File: src/rtl/frame_sig_alarms.sv
module frame_sig_alarms #(
  parameter int LOF_TICKS  = 24,
  parameter int HOLD_TICKS = 4,
  parameter int BYTE_W     = 8,
  parameter int RUN_W      = 8
) (
  input  logic              clk,
  input  logic              rst_n,
  input  logic              oof_in,
  input  logic              frame_tick,
  input  logic              byte_vld,
  input  logic [BYTE_W-1:0] byte_in,
  input  logic [RUN_W-1:0]  los_thr,
  output logic              oof_alarm,
  output logic              lof_alarm,
  output logic              los_alarm
);
  localparam int PERS_W = $clog2(LOF_TICKS + 1);
  localparam int HOLD_W = $clog2(HOLD_TICKS + 1);
  localparam logic [PERS_W-1:0] PERS_LIM = PERS_W'(LOF_TICKS);
  localparam logic [HOLD_W-1:0] HOLD_LIM = HOLD_W'(HOLD_TICKS);
  localparam logic [RUN_W-1:0]  RUN_MAX  = '1;

  // persistence of the out-of-frame state
  logic [PERS_W-1:0] pers;
  logic              lof_cond;

  always_ff @(posedge clk) begin
    if (!rst_n || !oof_in)
      pers <= '0;
    else if (frame_tick && pers != PERS_LIM)
      pers <= pers + 1'b1;
  end

  assign lof_cond = oof_in && (pers == PERS_LIM);

  // minimum-hold alarm stages, index 0 = out of frame, 1 = loss of frame
  logic [1:0] cond, held;
  assign cond = {lof_cond, oof_in};

  for (genvar g = 0; g < 2; g++) begin : g_hold
    logic [HOLD_W-1:0] hcnt;
    logic              on;
    always_ff @(posedge clk) begin
      if (!rst_n) begin
        on   <= 1'b0;
        hcnt <= '0;
      end else if (!on) begin
        hcnt <= '0;
        if (cond[g]) on <= 1'b1;
      end else begin
        if (frame_tick && hcnt != HOLD_LIM) hcnt <= hcnt + 1'b1;
        if (!cond[g] && hcnt == HOLD_LIM) on <= 1'b0;
      end
    end
    assign held[g] = on;
  end

  assign oof_alarm = held[0];
  assign lof_alarm = held[1];

  // uniform-byte run length
  logic [RUN_W-1:0] run;
  logic             run_ones;
  logic             uniform, same_kind;

  assign uniform   = (byte_in == '1) || (byte_in == '0);
  assign same_kind = (run != '0) && (byte_in[0] == run_ones);

  always_ff @(posedge clk) begin
    if (!rst_n) begin
      run      <= '0;
      run_ones <= 1'b0;
    end else if (byte_vld) begin
      if (!uniform)
        run <= '0;
      else begin
        run_ones <= byte_in[0];
        if (!same_kind)
          run <= RUN_W'(1);
        else if (run != RUN_MAX)
          run <= run + 1'b1;
      end
    end
  end


  assign los_alarm = (los_thr != '0) && (run > los_thr);
endmodule


File: config.mk
export PLATFORM = sky130hd
export DESIGN_NAME = frame_sig_alarms
export DESIGN_NICKNAME = d
export VERILOG_FILES = /design/src/rtl/frame_sig_alarms.sv
export SDC_FILE = /design/constraint.sdc
export NUM_CORES = 1
export LEC_CHECK = 0
export ABC_AREA = 1
export BUFFER_PORTS_ARGS = -buffer_cell sky130_fd_sc_hd__buf_2
export CAP_MARGIN = 20
export CORE_ASPECT_RATIO = 1.75
export CORE_MARGIN = 2
export CORE_UTILIZATION = 55
export CTS_BUF_LIST = sky130_fd_sc_hd__clkbuf_8
export DETAILED_ROUTE_END_ITERATION = 16
export PLACE_DENSITY_LB_ADDON = 0.15
export SETUP_SLACK_MARGIN = 0.4
export SYNTH_ARGS = -nofsm -noshare
export SYNTH_HDL_FRONTEND = slang
export SYNTH_SLANG_ARGS = --single-unit
File: constraint.sdc
create_clock -name clk -period 3.6 [get_ports clk]
set_input_delay 1.08 -clock clk [delete_from_list [all_inputs] [get_ports clk]]
set_output_delay 1.08 -clock clk [all_outputs]
set_load 0.005 [all_outputs]
# After elaboration in Yosys (flattened, before gate mapping)
# Cells that the tools add are included.
# classes
add_sub_neg	4
magnitude_cmp	1
n_eq_ne	10
n_mux	9
n_reduce_logical	20
# op_table
operator	count
$mux 8	3
$reduce_bool 8->1	2
$add 8x1->8 const B	1
$eq 8x8->1 const B	1
$gt 8x8->1	1
$logic_and 1x1->1	8
$logic_not 8->1	1
$ne 8x8->1 const B	1
$reduce_and 2->1	4
$add 3x1->3 const B	2
$eq 3x3->1 const B	2
$mux 1	6
$ne 3x3->1 const B	2
$add 5x1->5 const B	1
$eq 5x5->1 const B	1
$ne 5x5->1 const B	1
$logic_not 1->1	3
$ne 3x2->1 const B	1
$logic_or 1x1->1	2
$eq 1x1->1	1
# totals
register_bits	22
out_inout_bits	3
wordCells	51

# Depth between registers and ports, before layout
# Gate-level depths: netlist of the first run.
# logic_depth
ltp_word	6
ltp_mapped	11

# Least setup slack after synthesis of the first run
# OpenSTA, ideal clock, no wires.
# synth_path
path_kind	in2out
startpoint	input los_thr[7]
endpoint	output los_alarm
t_arrival_ps	1835
required_ps	2520
setup_slack_ps	685
path_stages	7
path_buffers	0
path_cell_list	inv_1 ha_1 nand2_1 nor3_1 nand3_1 o21ai_0 a21oi_1
# synth_between
elab_chain_cells	2
word_cells_on_any_way	3
classes_between	order compare (1); reduce/logical (2)
# synth_lines
element	line	source
from (decl)	13	input logic [RUN_W-1:0] los_thr,
$gt 8x8->1 / $reduce_bool 8->1 (equally long branches)	88	assign los_alarm = (los_thr != '0) && (run > los_thr);
$logic_and 1x1->1 (*)	88	
to (decl)	16	output logic los_alarm
# Every way passes the cells marked *; elsewhere a longest branch is shown, timed or not.

# Worst setup path in the final report of the first run
# layout_path
startpoint	input los_thr[3]
endpoint	output los_alarm
# Same word-level chain as after synthesis.

==> reports/qor.yml, run 1 <==
worst_setup_path:
  crit_path_start_kind: "primary input"
  r2r-start: "run[0]"
  slowest_stage: "ha_4"
  cp_max_fo: 2
  timing.critical_path.buf_inv: 3
  cpPeakStageDelay_ns: 0.27
  cp_common_cell: "buf_2"
  cpLargestDelayFamily: "simple AND/OR/NAND/NOR gates"
  cp-end-kind: "primary output"
  arrival_ns: 2.08
  cp_cell_sequence: "buf_2 > inv_1 > ha_4 > nand2_2 > nor3_2 > nand3_1 > o21ai_0 > a21oi_1 > buf_2"
  required_ns: 2.52
  timing.rr.end: "run[2]"
  r2r_slack_ns: 1.61
  path_class: "in2out"
  reg2reg_depth: 9
clocking:
  cts_tree: "yes"
  clk_pin_slew_ns: 0.08
  cts_root_buf: "clkbuf_8"
  clk_path_buf_depth: 2
  cts-buffers-inserted: 3
  h-tree-depth: 1
  clock_latency_ns: 0.26
  cts_sinks: 22
power_and_ir_drop:
  power.density_nw_per_um2: 275
  p_clk_frac: 0.357
  seqPwrFrac: 0.511
  combPwrFrac: 0.132
  switching_power_mw: 0.120
  leakage_nw: 0.878
  switching_share: 0.244
  ir_worst_vdd_mv: 0.314
  p_int_mw: 0.372
final_layout:
  final_cell_area_um2: 1790
  synthToLayoutAreaGrowth_pct: 14.1
  multi_input_area_um2: 988
  layout.area.seq_um2: 440
  drive_gt1_frac: 0.161
  diodes: 0
  utilization: 0.657
  fin_nets: 299
  nFillCells: 266
yosys:
  synth_cell_types: 22
  syn_nets: 274
  synth_area_um2: 1570
  yosysSeqAreaShare: 0.281
  yosysWarnings: 0
  synth_top_area_frac: 0.281
  synth_cells: 237
  avgSynthCellArea_um2: 6.61
  synth_top_cell_by_area: "dfxtp_1"
  synth_area_leaders: "dfxtp_1, ha_1, nand2_1"
  ys_ff_latch: 22
timing:
  fin_setup_tns_ns: 0
  max_freq_mhz: 317
  slew_viol_final: 0
  clock_skew_ns: 0.00536
  final-hold-violation-count: 0
  relSlewSlack: 0.756
  final.period_utilization: 0.878
  grt_setup_unrepaired: "no"
  worst_slack_ns: 0.441
  period_minus_slack_ns: 3.16
  setup_viol: 0
  max_slew.worst_pin.slew_ns: 0.366
floorplanning:
  die_h_um: 74.6
  rows: 25
  io_pins: 24
  die-width_um: 44.3
  core_area_um2: 2720
  die-area_um2: 3310
  start_util: 0.576
placement:
  gp_congestion: 0.805
  dpl-instance-area_um2: 1690
  numPortBuffers: 23
  post-place-ws_ns: 0.395
  dp_hpwl_mm: 2.63
flow_run:
  max-cap-violations: 0
route:
  drcViolationCount: 0
  num_vias: 1502
  first_pass_iters: 4
  routedWlPerCell_um: 11.2
  wl_mm: 3.23
  routed_via_density: 5.22
  drt_iter0_markers: 29
  postRouteAntennaNets: 0
run_status:
  status: "completed"
min_path:
  min_path_type: "reg2reg"
  min_to: "g_hold[0].hcnt[1]"
  hold_start: "g_hold[0].hcnt[1]"
  min_path_cells: 2
global_routing:
  grt_max_degree: 15
  grt_pass1_wl_mm: 5.60
  grt_overflow_total: 0
  track_usage: 0.223
  antenna_found_initial: 0
  grt_pass1_vias: 1453
## power groups by stage
| stage | logic (mW) | registers, mW | clock network (mW) |
|---|---|---|---|
| global placement | 0.0607 | 0.257 | 0 |
| finish | 0.0651 | 0.251 | 0.175 |
| floorplan | 0.0395 | 0.256 | 0 |
| detailed placement | 0.0618 | 0.257 | 0 |
| CTS | 0.0627 | 0.251 | 0.179 |
| global route | 0.0747 | 0.252 | 0.185 |
## worst max-delay path by stage
stage,start,to,depth (start not counted)
floorplan,los_thr[7],los_alarm,7
global placement,los_thr[5],los_alarm,8
detailed placement,los_thr[5],los_alarm,8
CTS,los_thr[3],los_alarm,9
global route,los_thr[3],los_alarm,9
finish,los_thr[3],los_alarm,9
## cell families after synthesis
family / share of synthesized area
simple gates: 0.346
buf+inv: 0.117
compound gates: 0.105
flops: 0.281
fa+ha+maj: 0.128
xor+xnor: 0.0224
## tightest hold or removal path, cell delays in order (launching register included)
cell     delay (ns)
dfxtp_1        0.32
inv_1          0.07
a21oi_1        0.06
## synthesized netlist by cell type
cell      count
a21o_1        1
o22ai_1       1
inv_1        41
buf_4         1
nand2_1      48
ha_1         16
xnor2_1       1
dfxtp_1      22
o21ai_0       9
nor2_2        1
xor2_1        3
nor3_1        4
a211oi_1      3
nand3_1      20
o21bai_1      1
nand4_1       2
nor3b_1       3
nand3_2       5
o21ai_4       1
a21oi_1      12
buf_6         2
nor2_1       40
## layout by cell type (no fill, tap or decap), types with 4 or more instances in the layout
master and n:
inv_1 41, o21ai_0 8, a21oi_1 11, nand3_1 20
nor2_1 40, ha_1 14, buf_2 23, nand3_2 5
nand2_1 45, dfxtp_1 22, clkbuf_8 4
## metrics by stage
stage	total power, mW	hold slack (ns)	cells
CTS	0.493	0.488	288
floorplan	0.296	0.447	237
detailed placement	0.319	0.472	284
finish	0.492	0.486	288
global route	0.511	0.526	288
global placement	0.318	0.466	284
## final cells by class
type	instances	share of cell area
clock buffer	4	0.0308
inverter	41	0.0861
multi-input combinational	171	0.553
timing repair buffer	23	0.0644
tap	27	0.0189
sequential	22	0.246
## state kept, by name, summed over array words and instances (netlist names)
register / flops
pers: 5
oof_alarm: 1
run: 8
g_hold.hcnt: 6
lof_alarm: 1
run_ones: 1
## metal layers
| layer | track usage | wire [µm] | part of all wire |
|---|---|---|---|
| met1 | 0.190 | 1180 | 0.37 |
| met2 | 0.480 | 1930 | 0.60 |
| met3 | 0.0243 | 61 | 0.019 |
| met4 | 0.0842 | 62 | 0.019 |
| met5 | 0 | 0 | 0 |
## what timing repair did
item,in CTS,in global routing
buffers inserted,0,0
setup endpoints to repair,1,1
hold buffers,0,0
pin swaps,1,0
resized for setup,1,8
No activity file was read; power rests on OpenSTA's default activity.
==> run 2, diff against run 1 <==
Settings changed: CORE_UTILIZATION 55 to 45.
==> reports/qor.yml, run 2 (synthesized netlist as in run 1, its figures left out) <==
global_routing:
  busiest_layer: "met2"
  grt_pass1_vias: 1470  # +1.2%
  grt_pass1_wl_mm: 5.84  # +4.3%
  grtUsageMet3: 0.0255  # +0.00118
  track_usage: 0.183  # -0.0396
  use_met1: 0.163  # -0.0270
  antenna_found_initial: 0  # unchanged
  grt_max_degree: 15  # unchanged
  grt_overflow_total: 0  # unchanged
  grtUsageMet2: 0.386  # -0.0941
final_layout:
  regMostFlops: "run"
  drive_gt1_frac: 0.194  # +0.0330
  largest_register_ffs: 8  # unchanged
  layout.area.seq_um2: 440  # unchanged
  nFillCells: 361  # +36%
  synthToLayoutAreaGrowth_pct: 19.6
  largestRegisters: "run: 8 flops, g_hold.hcnt: 6 flops, pers: 5 flops"
  diodes: 0  # unchanged
  fin_nets: 301  # +0.67%
  multi_input_area_um2: 1030  # +4.3%
  layout_commonest_cell: "nand2_1"
  layout.cells.non_filler: 308  # +6.9%
  layout_common_cells: "nand2_1, nor2_1, inv_1, dfxtp_1, buf_2"
floorplanning:
  die_h_um: 82.1  # +10%
  start_util: 0.466  # -0.110
  die-area_um2: 3990  # +21%
  rows: 28  # +12%
  core_area_um2: 3360  # +24%
  io_pins: 24  # unchanged
  die-width_um: 48.6  # +9.6%
clocking:
  clk_path_buf_depth: 2  # unchanged
  postCtsHoldBufs: 0  # unchanged
  cts_sinks: 22  # unchanged
  h-tree-depth: 1  # unchanged
  cts_tree: "yes"
  cts-buffers-inserted: 3  # unchanged
  clock_latency_ns: 0.26  # about the same
  cts_root_buf: "clkbuf_8"
  clk_pin_slew_ns: 0.08  # about the same
route:
  drt_iter0_markers: 18  # -38%
  first_pass_iters: 4  # unchanged
  num_vias: 1529  # +1.8%
  postRouteAntennaNets: 0  # unchanged
  routed_via_density: 4.96  # -4.8%
  drcViolationCount: 0  # unchanged
  wl_mm: 3.51  # +8.8%
  routedWlPerCell_um: 11.4  # +1.8%
timing:
  relSlewSlack: 0.758  # +0.00265
  worst_slack_ns: 0.462  # +0.0210 ns
  grt_setup_unrepaired: "no"
  setup_viol: 0  # unchanged
  max_freq_mhz: 319  # +0.67%
  fin_setup_tns_ns: 0  # unchanged
  final.period_utilization: 0.872  # -0.00584
  slew_viol_final: 0  # unchanged
  final-hold-violation-count: 0  # unchanged
  period_minus_slack_ns: 3.14  # -0.0210 ns
  max_slew.worst_pin.slew_ns: 0.362  # -0.00397 ns
  clock_skew_ns: 0.00289  # -0.00247 ns
worst_setup_path:
  cp-end-kind: "primary output"
  cp_max_fo: 2  # unchanged
  arrival_ns: 2.06  # -0.02 ns
  r2r_slack_ns: 1.65  # +0.04 ns
  reg2reg_depth: 9  # unchanged
  timing.rr.end: "run[0]"
  required_ns: 2.52  # about the same
  path_class: "in2out"
  r2r-start: "run[0]"
  crit_path_start_kind: "primary input"
power_and_ir_drop:
  p_int_mw: 0.376  # +1.2%
  combPwrFrac: 0.143  # +0.011
  ir_worst_vdd_mv: 0.205  # -35%
  switching_power_mw: 0.128  # +6.8%
  seqPwrFrac: 0.499  # -0.012
  p_clk_frac: 0.358  # about the same
  leakage_nw: 0.888  # +1.1%
  power.density_nw_per_um2: 269  # -2.2%
  switching_share: 0.254  # +0.00998
placement:
  dp_hpwl_mm: 2.70  # +2.7%
  numPortBuffers: 23  # unchanged
  gp_congestion: 0.871  # +8.2%
  post-place-ws_ns: 0.404  # +0.00922 ns
  dp.cells: 302  # +6.3%
min_path:
  min_path_cells: 2  # unchanged
  min_to: "g_hold[0].hcnt[1]"
  min_path_type: "reg2reg"
  hold_start: "g_hold[0].hcnt[1]"
run_status:
  status: "completed"
flow_run:
  max-cap-violations: 0  # unchanged
==> run 2: critical path, stage by stage <==
cell and delay, ns:
buf_2 0.10, inv_2 0.05, ha_4 0.26, nand2_2 0.06, nor3_2 0.16, nand3_1 0.11, o21ai_2 0.06, a21oi_1 0.05
buf_2 0.13
==> run 2: metrics by stage <==
| step | cell area (µm²) | power [mW] | util | hold WS, ns |
|---|---|---|---|---|
| 2_1_floorplan | 1570 | 0.296 | - | 0.447 |
| 3_5_place_dp | 1710 | 0.319 | 0.508 | 0.468 |
| 3_3_place_gp | 1710 | 0.318 | 0.508 | 0.476 |
| 4_1_cts | 1760 | 0.497 | 0.524 | 0.481 |
| 6_report | 1870 | 0.504 | 0.557 | 0.480 |
| 5_1_grt | 1870 | 0.526 | 0.557 | 0.522 |
==> run 2: final cells by class <==
class | instances | share of cell area
multi-input combinational | 171 | 0.550
tap | 45 | 0.0301
timing repair buffer | 25 | 0.0728
inverter | 41 | 0.0822
sequential | 22 | 0.235
clock buffer | 4 | 0.0294
==> run 2: worst max path at each step <==
stage	start	to	slack, ns
floorplan	los_thr[7]	los_alarm	0.68
detailed placement	los_thr[7]	los_alarm	0.40
finish	los_thr[5]	los_alarm	0.46
CTS	los_thr[7]	los_alarm	0.40
global route	los_thr[2]	los_alarm	0.40
global placement	los_thr[5]	los_alarm	0.44
==> run 2: power groups by stage <==
stage               clock network (mW)  logic [mW]  registers [mW]
global route                     0.191      0.0826           0.252
global placement                     0      0.0615           0.257
detailed placement                   0      0.0620           0.257
CTS                              0.184      0.0622           0.251
floorplan                            0      0.0395           0.256
finish                           0.181      0.0722           0.251
==> run 2: metal layers <==
layer  vias up  wire, µm
met4         0        64
met3         6        93
met5         -         0
met1       685      1300
li1        806         -
met2        32      2050
==> run 2: repair_timing <==
item | CTS | global route
setup buffers | 0 | 2
setup endpoints to repair | 0 | 1
gates resized for setup | 0 | 19
==> run 3, diff against run 2 <==
Settings changed: CELL_PAD_IN_SITES_DETAIL_PLACEMENT from default to 1, CELL_PAD_IN_SITES_GLOBAL_PLACEMENT from default to 1, CORE_UTILIZATION 45 to 44.
==> reports/qor.yml, run 3 (synthesized netlist as in run 1, its figures left out) <==
run_status:
  status: "completed"
final_layout:
  layout_commonest_cell: "nand2_1"
  synthToLayoutAreaGrowth_pct: 17.1
  drive_gt1_frac: 0.179  # -0.0145
  diodes: 0  # unchanged
  largest_register_ffs: 8  # unchanged
  regMostFlops: "run"
  fin_nets: 300  # -0.33%
  largestRegisters: "run: 8 flops, g_hold.hcnt: 6 flops, pers: 5 flops"
  layout_common_cells: "nand2_1, nor2_1, inv_1, buf_2, dfxtp_1"
  layout.cells.non_filler: 307  # -0.32%
global_routing:
  grt_pass1_wl_mm: 6.90  # +18%
  antenna_found_initial: 0  # unchanged
  grt_pass1_vias: 1692  # +15%
  grt_max_degree: 15  # unchanged
  grt_overflow_total: 0  # unchanged
  track_usage: 0.208  # +0.0251
worst_setup_path:
  cp-end-kind: "primary output"
  cp_max_fo: 3  # +1
  path_class: "in2out"
  arrival_ns: 2.06  # about the same
  crit_path_start_kind: "primary input"
  required_ns: 2.52  # about the same
route:
  drcViolationCount: 0  # unchanged
  drt_iter0_markers: 12  # -6
  routed_via_density: 5.14  # +3.6%
  first_pass_iters: 4  # unchanged
  wl_mm: 3.99  # +13%
  postRouteAntennaNets: 0  # unchanged
  num_vias: 1579  # +3.3%
  routedWlPerCell_um: 13.0  # +14%
clocking:
  clk_path_buf_depth: 2  # unchanged
  clk_pin_slew_ns: 0.08  # about the same
  postCtsHoldBufs: 0  # unchanged
  clock_latency_ns: 0.26  # about the same
  cts-buffers-inserted: 3  # unchanged
  cts_sinks: 22  # unchanged
  cts_tree: "yes"
  h-tree-depth: 1  # unchanged
  cts_root_buf: "clkbuf_8"
timing:
  clock_skew_ns: 0.00405  # +0.00116 ns
  setup_viol: 0  # unchanged
  final-hold-violation-count: 0  # unchanged
  grt_setup_unrepaired: "no"
  slew_viol_final: 0  # unchanged
  worst_slack_ns: 0.455  # -0.00644 ns
  fin_setup_tns_ns: 0  # unchanged
  relSlewSlack: 0.760  # +0.00189
  worst_hold_slack_ns: 0.494  # +0.0144 ns
  final.period_utilization: 0.873  # +0.00179
  max_slew.worst_pin.slew_ns: 0.359  # -0.00283 ns
  period_minus_slack_ns: 3.14  # +0.00644 ns
  max_freq_mhz: 318  # -0.20%
placement:
  gp_congestion: 0.880  # +0.94%
  dp.cells: 302  # unchanged
  dp_hpwl_mm: 3.15  # +17%
  post-place-ws_ns: 0.381  # -0.0227 ns
  numPortBuffers: 23  # unchanged
floorplanning:
  start_util: 0.461  # -0.00480
  core_area_um2: 3400  # +1.0%
  die-area_um2: 4070  # +2.1%
  rows: 28  # unchanged
  die-width_um: 49.1  # +1.0%
  io_pins: 24  # unchanged
  die_h_um: 82.9  # +1.1%
power_and_ir_drop:
  seqPwrFrac: 0.502  # +0.003
  combPwrFrac: 0.139  # -0.004
  p_int_mw: 0.374  # -0.66%
  leakage_nw: 0.881  # -0.76%
  switching_share: 0.254  # +0.000447
  switching_power_mw: 0.127  # -0.42%
  p_clk_frac: 0.359  # about the same
  ir_worst_vdd_mv: 0.305  # +49%
  power.density_nw_per_um2: 273  # +1.5%
min_path:
  min_path_type: "reg2reg"
flow_run:
  max-cap-violations: 0  # unchanged
run 3: cell count changes in the layout (fill, tap and decap cells not counted):
cell     change
a21oi_1      -2
a21oi_2      +2
ha_1         +2
ha_4         -2
inv_1        +2
inv_2        -2
buf_2        +1
buf_4        -1
buf_6        -1
nand2_1      +1
nand2_4      -1
run 3: path summary, 6_finish.rpt:
kind                      from                 to  slack [ns]  cells past startpoint
max reg2reg             run[0]             run[0]        1.56                      9
max                 los_thr[6]          los_alarm        0.46                      9
min          g_hold[1].hcnt[0]  g_hold[1].hcnt[0]        0.49                      2
min reg2reg  g_hold[1].hcnt[0]  g_hold[1].hcnt[0]        0.49                      2
run 3: timing repair:
item | in CTS | in global routing
setup endpoints to repair | 1 | 1
endpoints found under the hold margin | 0 | 0
gates resized for setup | 1 | 13
setup buffers | 0 | 1
pin swaps | 1 | 4
run 3: worst max-delay path: stages:
cell and delay (ns):
buf_2 0.08, inv_2 0.04, ha_4 0.25, nand2_2 0.08
nor3_2 0.17, nand3_1 0.11, o21ai_2 0.08, a21oi_2 0.04
buf_2 0.13
run 3: layer usage:
metal	GRT usage	wire length [µm]	vias to the layer above
met3	0.0216	72	12
met1	0.189	1410	739
met2	0.439	2390	26
met5	0	0	-
li1	-	-	802
met4	0.0727	121	0
run 3: cell type report:
type	count	area, µm²
Timing Repair Buffer	24	123
Multi-Input combinational cell	171	1010
Fill cell	485	1560
Inverter	41	154
Tap cell	45	56.3
Sequential cell	22	440
Clock buffer	4	55.1
run 3: power groups by stage:
stage	Combinational (mW)	Clock, mW	Sequential [mW]
floorplan	0.0395	0	0.256
global placement	0.0615	0	0.257
detailed placement	0.0631	0	0.257
CTS	0.0639	0.185	0.252
global route	0.0811	0.194	0.252
finish	0.0696	0.180	0.252
run 3: per-stage QoR:
step	total power, mW	instance area (µm²)	utilization
final	0.501	1830	0.540
after global routing	0.527	1830	0.540
after CTS	0.500	1770	0.520
after detailed placement	0.320	1710	0.503
after global placement	0.319	1710	0.503
after floorplan	0.296	1570	-
